**src/rtl/wram_pkg.sv**
```systemverilog
package wram_pkg;

  typedef enum logic [1:0] {
    OFS_DATA = 2'd0,
    OFS_LO   = 2'd1,
    OFS_MID  = 2'd2,
    OFS_TOP  = 2'd3
  } wram_ofs_e;

  // Advance a pointer of width w by one, wrapping to zero.
  function automatic logic [31:0] wrap_inc(input logic [31:0] v, input int w);
    logic [31:0] mask;
    mask = (32'd1 << w) - 32'd1;
    return (v + 32'd1) & mask;
  endfunction

  // Place a pointer into the system address space above a fixed base.
  function automatic logic [31:0] place_addr(input logic [31:0] base, input logic [31:0] ptr);
    return base | ptr;
  endfunction

  // Merge loaded lane bits into a pointer.
  function automatic logic [31:0] merge_bits(input logic [31:0] cur, input logic [31:0] val,
                                             input logic [31:0] mask);
    return (cur & ~mask) | (val & mask);
  endfunction

endpackage

```
**src/rtl/wram_decode.sv**
```systemverilog
module wram_decode #(
  parameter int REG_AW    = 2,
  parameter int NUM_LANES = 3
) (
  input  logic [REG_AW-1:0]    hst_addr,
  input  logic                 hst_wr,
  input  logic                 hst_rd,
  output logic                 ev_wr,
  output logic                 ev_rd,
  output logic                 ev_access,
  output logic [NUM_LANES-1:0] lane_ld
);
  logic is_data;

  assign is_data   = (hst_addr == REG_AW'(0));
  assign ev_wr     = hst_wr && is_data;
  assign ev_rd     = hst_rd && !hst_wr && is_data;
  assign ev_access = ev_wr || ev_rd;

  for (genvar i = 0; i < NUM_LANES; i++) begin : g_ld
    assign lane_ld[i] = hst_wr && (hst_addr == REG_AW'(i + 1));
  end
endmodule

```
**src/rtl/wram_ptr.sv**
```systemverilog
module wram_ptr
  import wram_pkg::*;
#(
  parameter int PTR_W     = 17,
  parameter int LANE_W    = 8,
  parameter int NUM_LANES = (PTR_W + LANE_W - 1) / LANE_W
) (
  input  logic                 clk,
  input  logic                 rst_n,
  input  logic [NUM_LANES-1:0] lane_ld,
  input  logic                 inc,
  input  logic [LANE_W-1:0]    wdata,
  output logic [PTR_W-1:0]     ptr_q
);
  logic [PTR_W-1:0] ld_mask;
  logic [PTR_W-1:0] ld_val;
  logic [PTR_W-1:0] ptr_d;

  for (genvar i = 0; i < NUM_LANES; i++) begin : g_lane
    localparam int LO = i * LANE_W;
    localparam int HI = ((LO + LANE_W) > PTR_W) ? PTR_W - 1 : LO + LANE_W - 1;
    assign ld_mask[HI:LO] = {(HI - LO + 1){lane_ld[i]}};
    assign ld_val[HI:LO]  = wdata[HI-LO:0];
  end

  always_comb begin
    if (inc)
      ptr_d = PTR_W'(wrap_inc(32'(ptr_q), PTR_W));
    else
      ptr_d = PTR_W'(merge_bits(32'(ptr_q), 32'(ld_val), 32'(ld_mask)));
  end

  always_ff @(posedge clk or negedge rst_n) begin
    if (!rst_n) ptr_q <= '0;
    else        ptr_q <= ptr_d;
  end
endmodule

```
**src/rtl/wram_rdret.sv**
```systemverilog
module wram_rdret #(
  parameter int DATA_W = 8
) (
  input  logic              clk,
  input  logic              rst_n,
  input  logic              ev_rd,
  input  logic [DATA_W-1:0] ram_rdata,
  output logic              hst_rvalid,
  output logic [DATA_W-1:0] hst_rdata
);
  logic rd_pend;

  always_ff @(posedge clk or negedge rst_n) begin
    if (!rst_n) rd_pend <= 1'b0;
    else        rd_pend <= ev_rd;
  end

  assign hst_rvalid = rd_pend;
  assign hst_rdata  = rd_pend ? ram_rdata : '0;
endmodule

```
**src/rtl/wram_window.sv**
```systemverilog
module wram_window
  import wram_pkg::*;
#(
  parameter int              PTR_W  = 17,
  parameter int              DATA_W = 8,
  parameter int              ADDR_W = 24,
  parameter logic [ADDR_W-1:0] BASE = 24'h7E0000,
  localparam int             NUM_LANES = (PTR_W + DATA_W - 1) / DATA_W,
  localparam int             REG_AW    = $clog2(NUM_LANES + 1)
) (
  input  logic              clk,
  input  logic              rst_n,
  input  logic [REG_AW-1:0] hst_addr,
  input  logic              hst_wr,
  input  logic              hst_rd,
  input  logic [DATA_W-1:0] hst_wdata,
  output logic [DATA_W-1:0] hst_rdata,
  output logic              hst_rvalid,
  output logic              ram_req,
  output logic              ram_we,
  output logic [ADDR_W-1:0] ram_addr,
  output logic [DATA_W-1:0] ram_wdata,
  input  logic [DATA_W-1:0] ram_rdata
);
  // Named internal events, observed by the checker.
  logic                 ev_wr;
  logic                 ev_rd;
  logic                 ev_access;
  logic [NUM_LANES-1:0] lane_ld;
  logic [PTR_W-1:0]     ptr_q;

  wram_decode #(.REG_AW(REG_AW), .NUM_LANES(NUM_LANES)) u_dec (
    .hst_addr (hst_addr),
    .hst_wr   (hst_wr),
    .hst_rd   (hst_rd),
    .ev_wr    (ev_wr),
    .ev_rd    (ev_rd),
    .ev_access(ev_access),
    .lane_ld  (lane_ld)
  );

  wram_ptr #(.PTR_W(PTR_W), .LANE_W(DATA_W), .NUM_LANES(NUM_LANES)) u_ptr (
    .clk    (clk),
    .rst_n  (rst_n),
    .lane_ld(lane_ld),
    .inc    (ev_access),
    .wdata  (hst_wdata),
    .ptr_q  (ptr_q)
  );

  wram_rdret #(.DATA_W(DATA_W)) u_ret (
    .clk       (clk),
    .rst_n     (rst_n),
    .ev_rd     (ev_rd),
    .ram_rdata (ram_rdata),
    .hst_rvalid(hst_rvalid),
    .hst_rdata (hst_rdata)
  );

  assign ram_req   = ev_access;
  assign ram_we    = ev_wr;
  assign ram_addr  = ADDR_W'(place_addr(32'(BASE), 32'(ptr_q)));
  assign ram_wdata = hst_wdata;
endmodule

```
**config.mk**
```make
export PLATFORM = sky130hd
export DESIGN_NAME = wram_window
export DESIGN_NICKNAME = d
export VERILOG_FILES = /design/src/rtl/wram_pkg.sv /design/src/rtl/wram_decode.sv /design/src/rtl/wram_ptr.sv /design/src/rtl/wram_rdret.sv /design/src/rtl/wram_window.sv
export SDC_FILE = /design/constraint.sdc
export NUM_CORES = 1
export LEC_CHECK = 0
export BUFFER_PORTS_ARGS = -buffer_cell sky130_fd_sc_hd__buf_2
export CAP_MARGIN = 25
export CELL_PAD_IN_SITES_DETAIL_PLACEMENT = 1
export CELL_PAD_IN_SITES_GLOBAL_PLACEMENT = 1
export CORE_MARGIN = 4
export CORE_UTILIZATION = 36
export CTS_BUF_LIST = sky130_fd_sc_hd__clkbuf_8
export CTS_CLUSTER_SIZE = 24
export DETAILED_ROUTE_END_ITERATION = 7
export PLACE_DENSITY = 0.94
export SKIP_LAST_GASP = 1
export SYNTH_ARGS = -nofsm -noshare
export SYNTH_HDL_FRONTEND = slang
export SYNTH_HIERARCHICAL = 1
export SYNTH_SLANG_ARGS = --single-unit
export TNS_END_PERCENT = 30
```
**constraint.sdc**
```tcl
create_clock -name clk -period 2.75 [get_ports clk]
set_input_delay 0 -clock clk [delete_from_list [all_inputs] [get_ports clk]]
set_output_delay 0 -clock clk [all_outputs]
set_load 0.005 [all_outputs]
```
# Word level (Yosys, flattened, before mapping)
# Index checks and enable logic that the tools add are counted.
# op_classes
n_addsub	1
mul	0
div_mod_pow	0
magnitude_cmp	0
n_eq_ne	3
n_shift	0
muxes	2
bitwise	4
n_reduce_logical	9
# ops
operator	count
bitwise AND 17 bit	2
adder 17 x 1 -> 17 bit, second input constant	1
two-way mux 17 bit	1
inverter 17 bit	1
bitwise OR 17 bit	1
two-way mux 8 bit	1
logical AND 1 bit	6
equality test 2 bit, second input constant	2
equality test 2 x 1 -> 1 bit, second input constant	1
zero test 2 bit	1
zero test 1 bit	1
logical OR 1 bit	1
# word_totals
register_bits	18
latch_bits	0
ramBits	0
mem_bits_ro	0
inputBits	22
out_inout_bits	43
wordCells	21
memories	0

# Longest topological paths before layout
# Gate-level depths: netlist of the first run.
# depth
word_depth	6
ltp_mapped	6
mapped_depth_nobuf	5

# Hierarchy
# The synthesis of the first run kept the hierarchy.
# by_module_without_submodules
mod	instances	cells_each	area_per_inst_um2	seq_area_each_um2
wram_ptr	1	118	1067.3	425.4
wram_window	1	17	120.1	0.0
wram_rdret	1	9	75.1	25.0
wram_decode	1	9	53.8	0.0

# Least setup slack after synthesis of the first run
# OpenSTA, ideal clock, no wires.
# synth_timing
kind	register -> register
from	register with a tool-made name
to	register with a tool-made name
setup_ns	0.137
arrival_time_ns	1.193
required_time_ns	2.613
path_slack_ns	1.420
stages_incl_launch_ff	6
n_path_buf	0
synth_period_minus_slack_ns	1.330
cell_sequence	dfrtp_1 > ha_1 > nand2_1 > nor4_1 > xnor2_1 > a21oi_1

==> out/metrics.cfg, run 1 <==
[floorplanning]
die_x_um = 68.5
pin_count = 65
num_rows = 21
dieArea_sq_um = 4690
coreArea_sq_um = 3440
die_h_um = 68.5
start_util_pct = 38.2

[timing]
post-route-period-util_pct = 67.0
fin_crit_ps = 1840
slew_viol_final = 0
max-slew-margin-rel_pct = 35.2
finalSetupViolCount = 0
holdWs_ps = 72.2
rsz0062_at_grt = no
hold_violations = 0
fin_skew_ps = 1.70
max_freq_mhz = 543
final.setup.tns_ps = 0
worst-slew-pin-transition_ps = 969

[final_layout]
fillers = 435
stdcell_count = 248
final_cell_mix = 57 x buf_2, 18 x dfrtp_1, 15 x a211oi_1, 14 x a21oi_1
multi_input_area_sq_um = 747
final_area_sq_um = 1630
syn_to_final_growth_pct = 24.1
final_util_pct = 47.5
seq_area_sq_um = 450
final_nets = 227
drive_above_1_share_pct = 33.2
diodes = 0
final_common_cell = buf_2

[placement]
placed_cells_incl_taps = 242
port_buffers = 57
dp_hpwl_um = 2780
place_area_sq_um = 1560
place.gp.congestion = 0.791

[clocking]
worstSkewPairLatency_ps = 250
cts_tree = done
cts.sinks = 18
cts.htree.levels = 1
cts_root_buf = clkbuf_8
cts_buffers = 3
cts_buffer_depth = 2
clk_pin_slew_worst_paths_ps = 70
cts_resized = 0

[synth]
avgSynthCellArea_sq_um = 8.60
yosysSeqAreaShare_pct = 34.2
synth_cells = 153
yosysWarnings = 6
netlist_area_sq_um = 1320
synth_cell_types = 27
ys_seq_elements = 18

[route]
vias_per_cell = 5.16
drcViolationCount = 0
drtPass1Iterations = 4
wirelength_um = 3810
post_drt_wl_per_cell_um = 15.4
vias = 1279
ant_nets = 0
drt_iter0_drc = 45

[global_route]
use_met1_pct = 23.4
grt_util_met2_pct = 29.6
grt_pass1_wl_um = 6260
grt.total_usage_pct = 17.8
antenna_found_initial = 0
grt_pass1_vias = 1305
grt_busiest_layer = met2
grt_max_degree = 36
overflow = 0
grt.met3_usage_pct = 2.79

[critical_path]
cp_max_fo = 14
cp.required_ps = 2870
setup.worst_path.class = in2reg
end_kind = flop
critPathArrivalTime_ps = 1960
critPathLaunchType = input port

[power]
power_leakage_nw = 0.719
power.density_nw_per_um2 = 594
ir_drop_mv = 0.342

[worst_hold_path]
hold_class = in2reg

[status]
status = finished, final reports clean

[job]
cap_violations = 0

logic make-up (layout without fill, tap and decap cells):
group                    count (synthesis)  after routing  synth area share (%)
AND/OR/NAND/NOR                         62             62                  27.9
adder cells (fa/ha/maj)                  1              1                 0.950
XOR/XNOR                                14             14                  9.32
flip-flops                              18             18                  34.2
AO/OA/AOI/OAI                           31             31                  14.6
multiplexers                             2              2                  1.52
other                                    2              7                 0.571
buffers and inverters                   23             67                  10.8
stage by stage:
step           setup WS [ps]  power [W]
2_1_floorplan           1420   0.000642
3_3_place_gp            1270   0.000768
4_1_cts                  962   0.000978
6_report                 908   0.000970
3_5_place_dp            1230   0.000787
5_1_grt                  730    0.00105
worst paths after layout:
check,from,to,slack (ps),cells past startpoint
setup reg to reg,flop,flop,1140,5
max in group asynchronous,rst_n,async pin,2230,2
setup / recovery,hst_wr,flop,910,7
hold / removal,hst_wdata[6],flop,70,3
min in group asynchronous,rst_n,async pin,220,2
hold reg to reg,flop,flop,570,1
final cells by class:
type,count,area share [%]
Sequential cell,18,27.6
Timing Repair Buffer,62,20.2
Inverter,2,0.459
Clock buffer,3,2.53
Multi-Input combinational cell,117,45.7
Tap cell,46,3.52
critical path, stage by stage:
cell and delay, ps:
dlygate4sd3_1 530, buf_2 160, nand2_1 60, nor2_1 730, nor2_1 150, a211oi_1 270
a21oi_1 70
timing repair:
item / CTS / global route
setup buffers: 0 / 0
hold buffers: 3 / 0
hold endpoints to repair: 19 / 0
where the power goes:
part / switching (W) / internal [W] / leakage, nW
logic: 0.000178 / 0.000177 / 0.489
registers: 0.000106 / 0.000326 / 0.209
clock network: 0.0000853 / 0.0000973 / 0.0216
total: 0.000370 / 0.000600 / 0.719
metal layers:
metal  vias up  wire (um)
met5         -          0
met4         0         46
met3         6        222
met2        44       1900
met1       614       1650
li1        615          -
synth_stat cells:
cell / number / area [sq um]
nand3_2: 1 / 10.0
conb_1: 2 / 7.51
a211oi_1: 15 / 113
nor2b_1: 13 / 81.3
and2_1: 8 / 50.1
xor2_1: 1 / 8.76
inv_1: 2 / 7.51
a21oi_1: 14 / 70.1
xnor2_1: 13 / 114
nand3_1: 4 / 20.0
nand2_1: 8 / 30.0
mux2i_1: 2 / 20.0
and3_1: 1 / 6.26
nor4_1: 6 / 37.5
o21ai_0: 2 / 10.0
and3_2: 1 / 7.51
nand4_1: 3 / 18.8
buf_1: 1 / 3.75
ha_1: 1 / 12.5
nor3b_1: 2 / 15.0
nor3_1: 5 / 25.0
dfrtp_1: 18 / 450
buf_4: 15 / 113
nor4b_2: 1 / 15.0
clkbuf_1: 5 / 18.8
nand4_4: 1 / 21.3
nor2_1: 8 / 30.0
(Power assumes the default switching activity.)
==> run 2, diff against run 1 <==
- CORE_UTILIZATION: 36 -> 30
- PLACE_DENSITY: 0.94 -> 0.85
- clock period: 2.75 -> 1.6 ns (I/O delays scaled with it)
==> run 2 against run 1 <==
  * Combinational power grew 93%
  * Total power grew 83%
  * Clock power grew 110%
  * Hold slack lost 3.5 ps
  * Count of clock-buffer cells in the layout grew 1
  * Sequential cell count is the same
  * Cell count grew 4.4%
  * Final area grew 5.1%
  * Die area grew 18%
  * Clock skew grew 3.0 ps
  * Register-to-register slack lost 1100 ps
  * Highest routed layer unchanged
==> out/metrics.cfg, run 2 (same netlist as run 1, synthesis figures left out) <==
[status]
status = finished, final reports clean  ; unchanged

[final_layout]
final_util_pct = 41.7  ; was 47.5%
drive_above_1_share_pct = 36.8  ; was 33.2%
diodes = 0  ; unchanged
final_area_sq_um = 1720  ; was 1630 sq um
syn_to_final_growth_pct = 30.4  ; was 24.1%
final_nets = 233  ; was 227
final_cell_mix = 57 x buf_2, 18 x dfrtp_1, 15 x a211oi_1, 14 x a21oi_1  ; unchanged
stdcell_count = 259  ; was 248
final_common_cell = buf_2  ; unchanged

[floorplanning]
coreArea_sq_um = 4120  ; was 3440 sq um
pin_count = 65  ; unchanged
start_util_pct = 32.0  ; was 38.2%
die_h_um = 74.2  ; was 68.5 um
dieArea_sq_um = 5510  ; was 4690 sq um
die_x_um = 74.2  ; was 68.5 um
num_rows = 23  ; was 21

[global_route]
grt_pass1_wl_um = 6200  ; was 6260 um
grt.total_usage_pct = 14.3  ; was 17.8%
grt_max_degree = 26  ; was 36
antenna_found_initial = 0  ; unchanged
grt_pass1_vias = 1304  ; was 1305
overflow = 0  ; unchanged

[placement]
place_area_sq_um = 1610  ; was 1560 sq um
dp_hpwl_um = 2940  ; was 2780 um
port_buffers = 57  ; unchanged
place.gp.congestion = 0.790  ; was 0.791
placed_cells_incl_taps = 252  ; was 242

[clocking]
clk_pin_slew_worst_paths_ps = 80  ; was 70 ps
cts_tree = done  ; unchanged
cts.sinks = 18  ; unchanged
cts.htree.levels = 1  ; unchanged
worstSkewPairLatency_ps = 250  ; about the same
cts_buffer_depth = 2  ; unchanged
cts_root_buf = clkbuf_8  ; unchanged
post-cts-setup-buffers = 0  ; unchanged
cts_buffers = 3  ; unchanged

[timing]
fin_crit_ps = 1560
rsz0062_at_grt = yes  ; was no
post-route-period-util_pct = 97.3
max_freq_mhz = 643
finalSetupViolCount = 0  ; unchanged
holdWs_ps = 68.8  ; was 72.2 ps
hold_violations = 0  ; unchanged
fin_skew_ps = 4.71  ; was 1.70 ps
slew_viol_final = 0  ; unchanged
final.setup.tns_ps = 0  ; unchanged

[job]
cap_violations = 0  ; unchanged

[route]
wirelength_um = 3900  ; was 3810 um
vias = 1303  ; was 1279
post_drt_wl_per_cell_um = 15.1  ; was 15.4 um
drtPass1Iterations = 4  ; unchanged
ant_nets = 0  ; unchanged
drt_iter0_drc = 30  ; was 45
drcViolationCount = 0  ; unchanged
vias_per_cell = 5.03  ; was 5.16

[critical_path]
setup.worst_path.class = reg2reg  ; was in2reg
cp.required_ps = 1730  ; was 2870 ps
critPathLaunchType = flop  ; was input port
critPathArrivalTime_ps = 1690  ; was 1960 ps
end_kind = flop  ; unchanged
cp_max_fo = 5  ; was 14

[power]
ir_drop_mv = 0.504  ; was 0.342 mV
power_leakage_nw = 0.756  ; was 0.719 nW
power.density_nw_per_um2 = 1040  ; was 594 nW/um^2

[worst_hold_path]
hold_class = in2reg  ; unchanged

## run 2: changes by cell type in the layout (fill, tap and decap cells not counted), sizes merged
cell / before / now
clkbuf: 3 / 4
buf: 59 / 65
## run 2: repair_timing
| action | CTS | global route |
|---|---|---|
| hold endpoints to repair | 19 | 0 |
| cloned | 0 | 0 |
| resized for setup | 1 | 2 |
| hold buffers | 3 | 0 |
| endpoints found under the setup margin | 1 | 5 |
| pin swaps | 0 | 0 |
## run 2: final cells by class
class	instances	area, sq um
repair buffers	68	375
fillers	538	2400
inverters	2	7.51
well taps	50	62.6
flip-flops and latches	18	450
multi-input cells	117	766
clock buffers	4	55.1
## run 2: where the power goes
group          internal [W]  switching [W]  total [W]
logic              0.000341       0.000347   0.000688
clock network      0.000219       0.000163   0.000382
registers          0.000560       0.000148   0.000708
## run 2: per-layer routing
layer  routed length, um  share of wire, %  vias to the layer above  global-route usage, %
met5                   0                 0                        -                      0
met4                  16              0.41                        0                   3.56
met3                 163               4.2                        2                   1.22
met2                1970                50                       31                   25.2
met1                1760                45                      638                   19.0
li1                    -                 -                      632                      -
## run 2: critical path: stages (launching register included)
cell and delay, ps:
dfrtp_1 430, ha_1 280, nand2_1 200, nor4_1 280, xnor2_1 160, a21oi_1 90
## run 2: stage by stage
stage	power [W]	setup slack, ps
2_1_floorplan	0.00110	270
3_3_place_gp	0.00136	75.7
3_5_place_dp	0.00139	40.9
4_1_cts	0.00179	64.5
5_1_grt	0.00191	-71.3
6_report	0.00178	43.8
## run 2: path summary, 6_finish.rpt
path | endpoint | slack, ps | from | cells past startpoint
worst max-delay path | flop | 40 | flop | 5
worst min-delay path | flop | 70 | hst_wdata[6] | 3
worst max register to register | flop | 40 | flop | 5
worst min register to register | flop | 570 | flop | 1
max in group asynchronous | async pin | 1080 | rst_n | 2
min in group asynchronous | async pin | 220 | rst_n | 2
==> run 3, diff against run 2 <==
- PLACE_DENSITY: 0.85 -> 0.77
==> run 3 against run 2 <==
  * Cell count up 0.77%
  * Total power up 1.3%
  * Sequential power down 3%
  * First-iteration DRC count up 100%
  * Register-to-register slack better by 30 ps
  * Clock power up 2%
  * Non-clock buffer count up 2
  * Final area up 0.51%
  * Critical path type unchanged
  * Largest cell class unchanged
==> out/metrics.cfg, run 3 (same netlist as run 1, synthesis figures left out) <==
[critical_path]
cpMaxStageDelayCell = dfrtp_1  ; unchanged
cp.required_ps = 1740  ; was 1730 ps
worst-path-stages = 5  ; unchanged
worst_r2r_path_depth = 5  ; unchanged
reg2reg_slack_ps = 70  ; was 40 ps
cp_top_family = simple AND/OR/NAND/NOR gates  ; unchanged
cp_max_fo = 5  ; unchanged
setup.worst_path.class = reg2reg  ; unchanged
critPathLaunchType = flop  ; unchanged
cp_num_buf_inv = 0  ; unchanged
critPathArrivalTime_ps = 1670  ; was 1690 ps
end_kind = flop  ; unchanged
critical-path-max-stage-delay_ps = 420  ; was 430 ps
path_cells = ha_1 -> nand2_1 -> nor4_2 -> xnor2_1 -> a21oi_1  ; was ha_1 -> nand2_1 -> nor4_1 -> xnor2_1 -> a21oi_1

[placement]
place_area_sq_um = 1630  ; was 1610 sq um
place.gp.congestion = 0.791  ; was 0.790
dp_hpwl_um = 2990  ; was 2940 um
port_buffers = 57  ; unchanged

[timing]
holdWs_ps = 51.6  ; was 68.8 ps
final.setup.tns_ps = 0  ; unchanged
finalSetupViolCount = 0  ; unchanged
rsz0062_at_grt = yes  ; unchanged
hold_violations = 0  ; unchanged
max_freq_mhz = 655  ; was 643 MHz
fin_skew_ps = 2.88  ; was 4.71 ps
fin_crit_ps = 1530  ; was 1560 ps
slew_viol_final = 0  ; unchanged
post-route-period-util_pct = 95.4  ; was 97.3%

[clocking]
post-cts-setup-buffers = 0  ; unchanged
cts_root_buf = clkbuf_8  ; unchanged
cts_tree = done  ; unchanged
cts.sinks = 18  ; unchanged
cts_buffer_depth = 2  ; unchanged
worstSkewPairLatency_ps = 260  ; was 250 ps
cts_buffers = 3  ; unchanged
cts.htree.levels = 1  ; unchanged
clk_pin_slew_worst_paths_ps = 80  ; about the same

[final_layout]
final_area_sq_um = 1730  ; was 1720 sq um
final_util_pct = 41.9  ; was 41.7%
drive_above_1_share_pct = 37.0  ; was 36.8%
final_common_cell = buf_2  ; unchanged
final_cell_mix = 57 x buf_2, 18 x dfrtp_1, 15 x a211oi_1, 14 x a21oi_1  ; unchanged
diodes = 0  ; unchanged
syn_to_final_growth_pct = 31.1  ; was 30.4%
final_nets = 235  ; was 233

[floorplanning]
pin_count = 65  ; unchanged
coreArea_sq_um = 4120  ; unchanged
num_rows = 23  ; unchanged
start_util_pct = 32.0  ; unchanged
die_x_um = 74.2  ; unchanged
dieArea_sq_um = 5510  ; unchanged
die_h_um = 74.2  ; unchanged

[global_route]
grt_max_degree = 19  ; was 26
grt_pass1_vias = 1256  ; was 1304
grt.total_usage_pct = 14.2  ; was 14.3%
grt_pass1_wl_um = 6080  ; was 6200 um
antenna_found_initial = 0  ; unchanged
overflow = 0  ; unchanged

[route]
drtPass1Iterations = 4  ; unchanged
post_drt_wl_per_cell_um = 14.7  ; was 15.1 um
drt_iter0_drc = 61  ; was 30
vias = 1300  ; was 1303
ant_nets = 0  ; unchanged
drcViolationCount = 0  ; unchanged
wirelength_um = 3830  ; was 3900 um
vias_per_cell = 4.98  ; was 5.03

[worst_hold_path]
hold_class = in2reg  ; unchanged

[power]
ir_drop_mv = 0.459  ; was 0.504 mV
internal_power_w = 0.00114  ; was 0.00112 W
power_frac_seq_pct = 38.2  ; was 39.8%
p_total_w = 0.00180  ; was 0.00178 W
power_leakage_nw = 0.765  ; was 0.756 nW
pwr-share-clk_pct = 21.7  ; was 21.5%
comb_power_share_pct = 40.1  ; was 38.7%
swShare_pct = 36.9  ; was 37.1%
power.density_nw_per_um2 = 1040  ; about the same
p_sw_w = 0.000665  ; was 0.000659 W

[job]
cap_violations = 0  ; unchanged

[status]
status = finished, final reports clean  ; unchanged

run 3: cell count changes in the layout (fill, tap and decap cells not counted), sizes merged:
| cell | change |
|---|---|
| buf | +2 |
run 3: stage by stage:
stage                     cells  setup WS [ps]
final                       261           73.5
after global routing        261          -62.8
after CTS                   261           45.6
after global placement      254            104
after floorplan             158            270
after detailed placement    254           39.7
run 3: metal layers:
| metal | wire length [um] | track usage (%) | part of all wire (%) | vias to the layer above |
|---|---|---|---|---|
| li1 | - | - | - | 639 |
| met1 | 1690 | 19.5 | 44 | 616 |
| met2 | 1810 | 23.0 | 47 | 43 |
| met3 | 295 | 2.97 | 7.7 | 2 |
| met4 | 21 | 2.96 | 0.55 | 0 |
| met5 | 0 | 0 | 0 | - |
run 3: worst reg2reg max path, stage by stage, from the launching register on:
cell and delay, ps:
dfrtp_1 420, ha_1 270, nand2_1 210, nor4_2 270
xnor2_1 160, a21oi_1 80
run 3: repair_timing:
item                       4_1_cts  5_1_grt
hold endpoints to repair        19        0
hold buffers                     3        0
resized for setup                1        1
setup endpoints to repair        1        4
run 3: power groups by stage:
stage               clock, W  combinational [W]  sequential [W]
global route        0.000421           0.000810        0.000710
floorplan                  0           0.000380        0.000724
global placement           0           0.000703        0.000690
detailed placement         0           0.000716        0.000699
CTS                 0.000405           0.000729        0.000689
finish              0.000391           0.000721        0.000688
run 3: cell type report:
type	instances	area, sq um
clock buffer	4	55.1
tap	50	62.6
timing repair buffer	70	390
sequential	18	450
inverter	2	7.51
fill	514	2390
multi-input combinational	117	759
run 3: how the worst min path moves through the flow:
| stage | start | end | slack [ps] | depth (start not counted) |
|---|---|---|---|---|
| after CTS | hst_wdata[5] | flop | 40 | 3 |
| after floorplan | rst_n | async pin | -300 | 0 |
| after global routing | hst_wdata[5] | flop | 50 | 3 |
| after detailed placement | rst_n | async pin | -30 | 1 |
| final | hst_wdata[5] | flop | 50 | 3 |
| after global placement | rst_n | async pin | -40 | 1 |
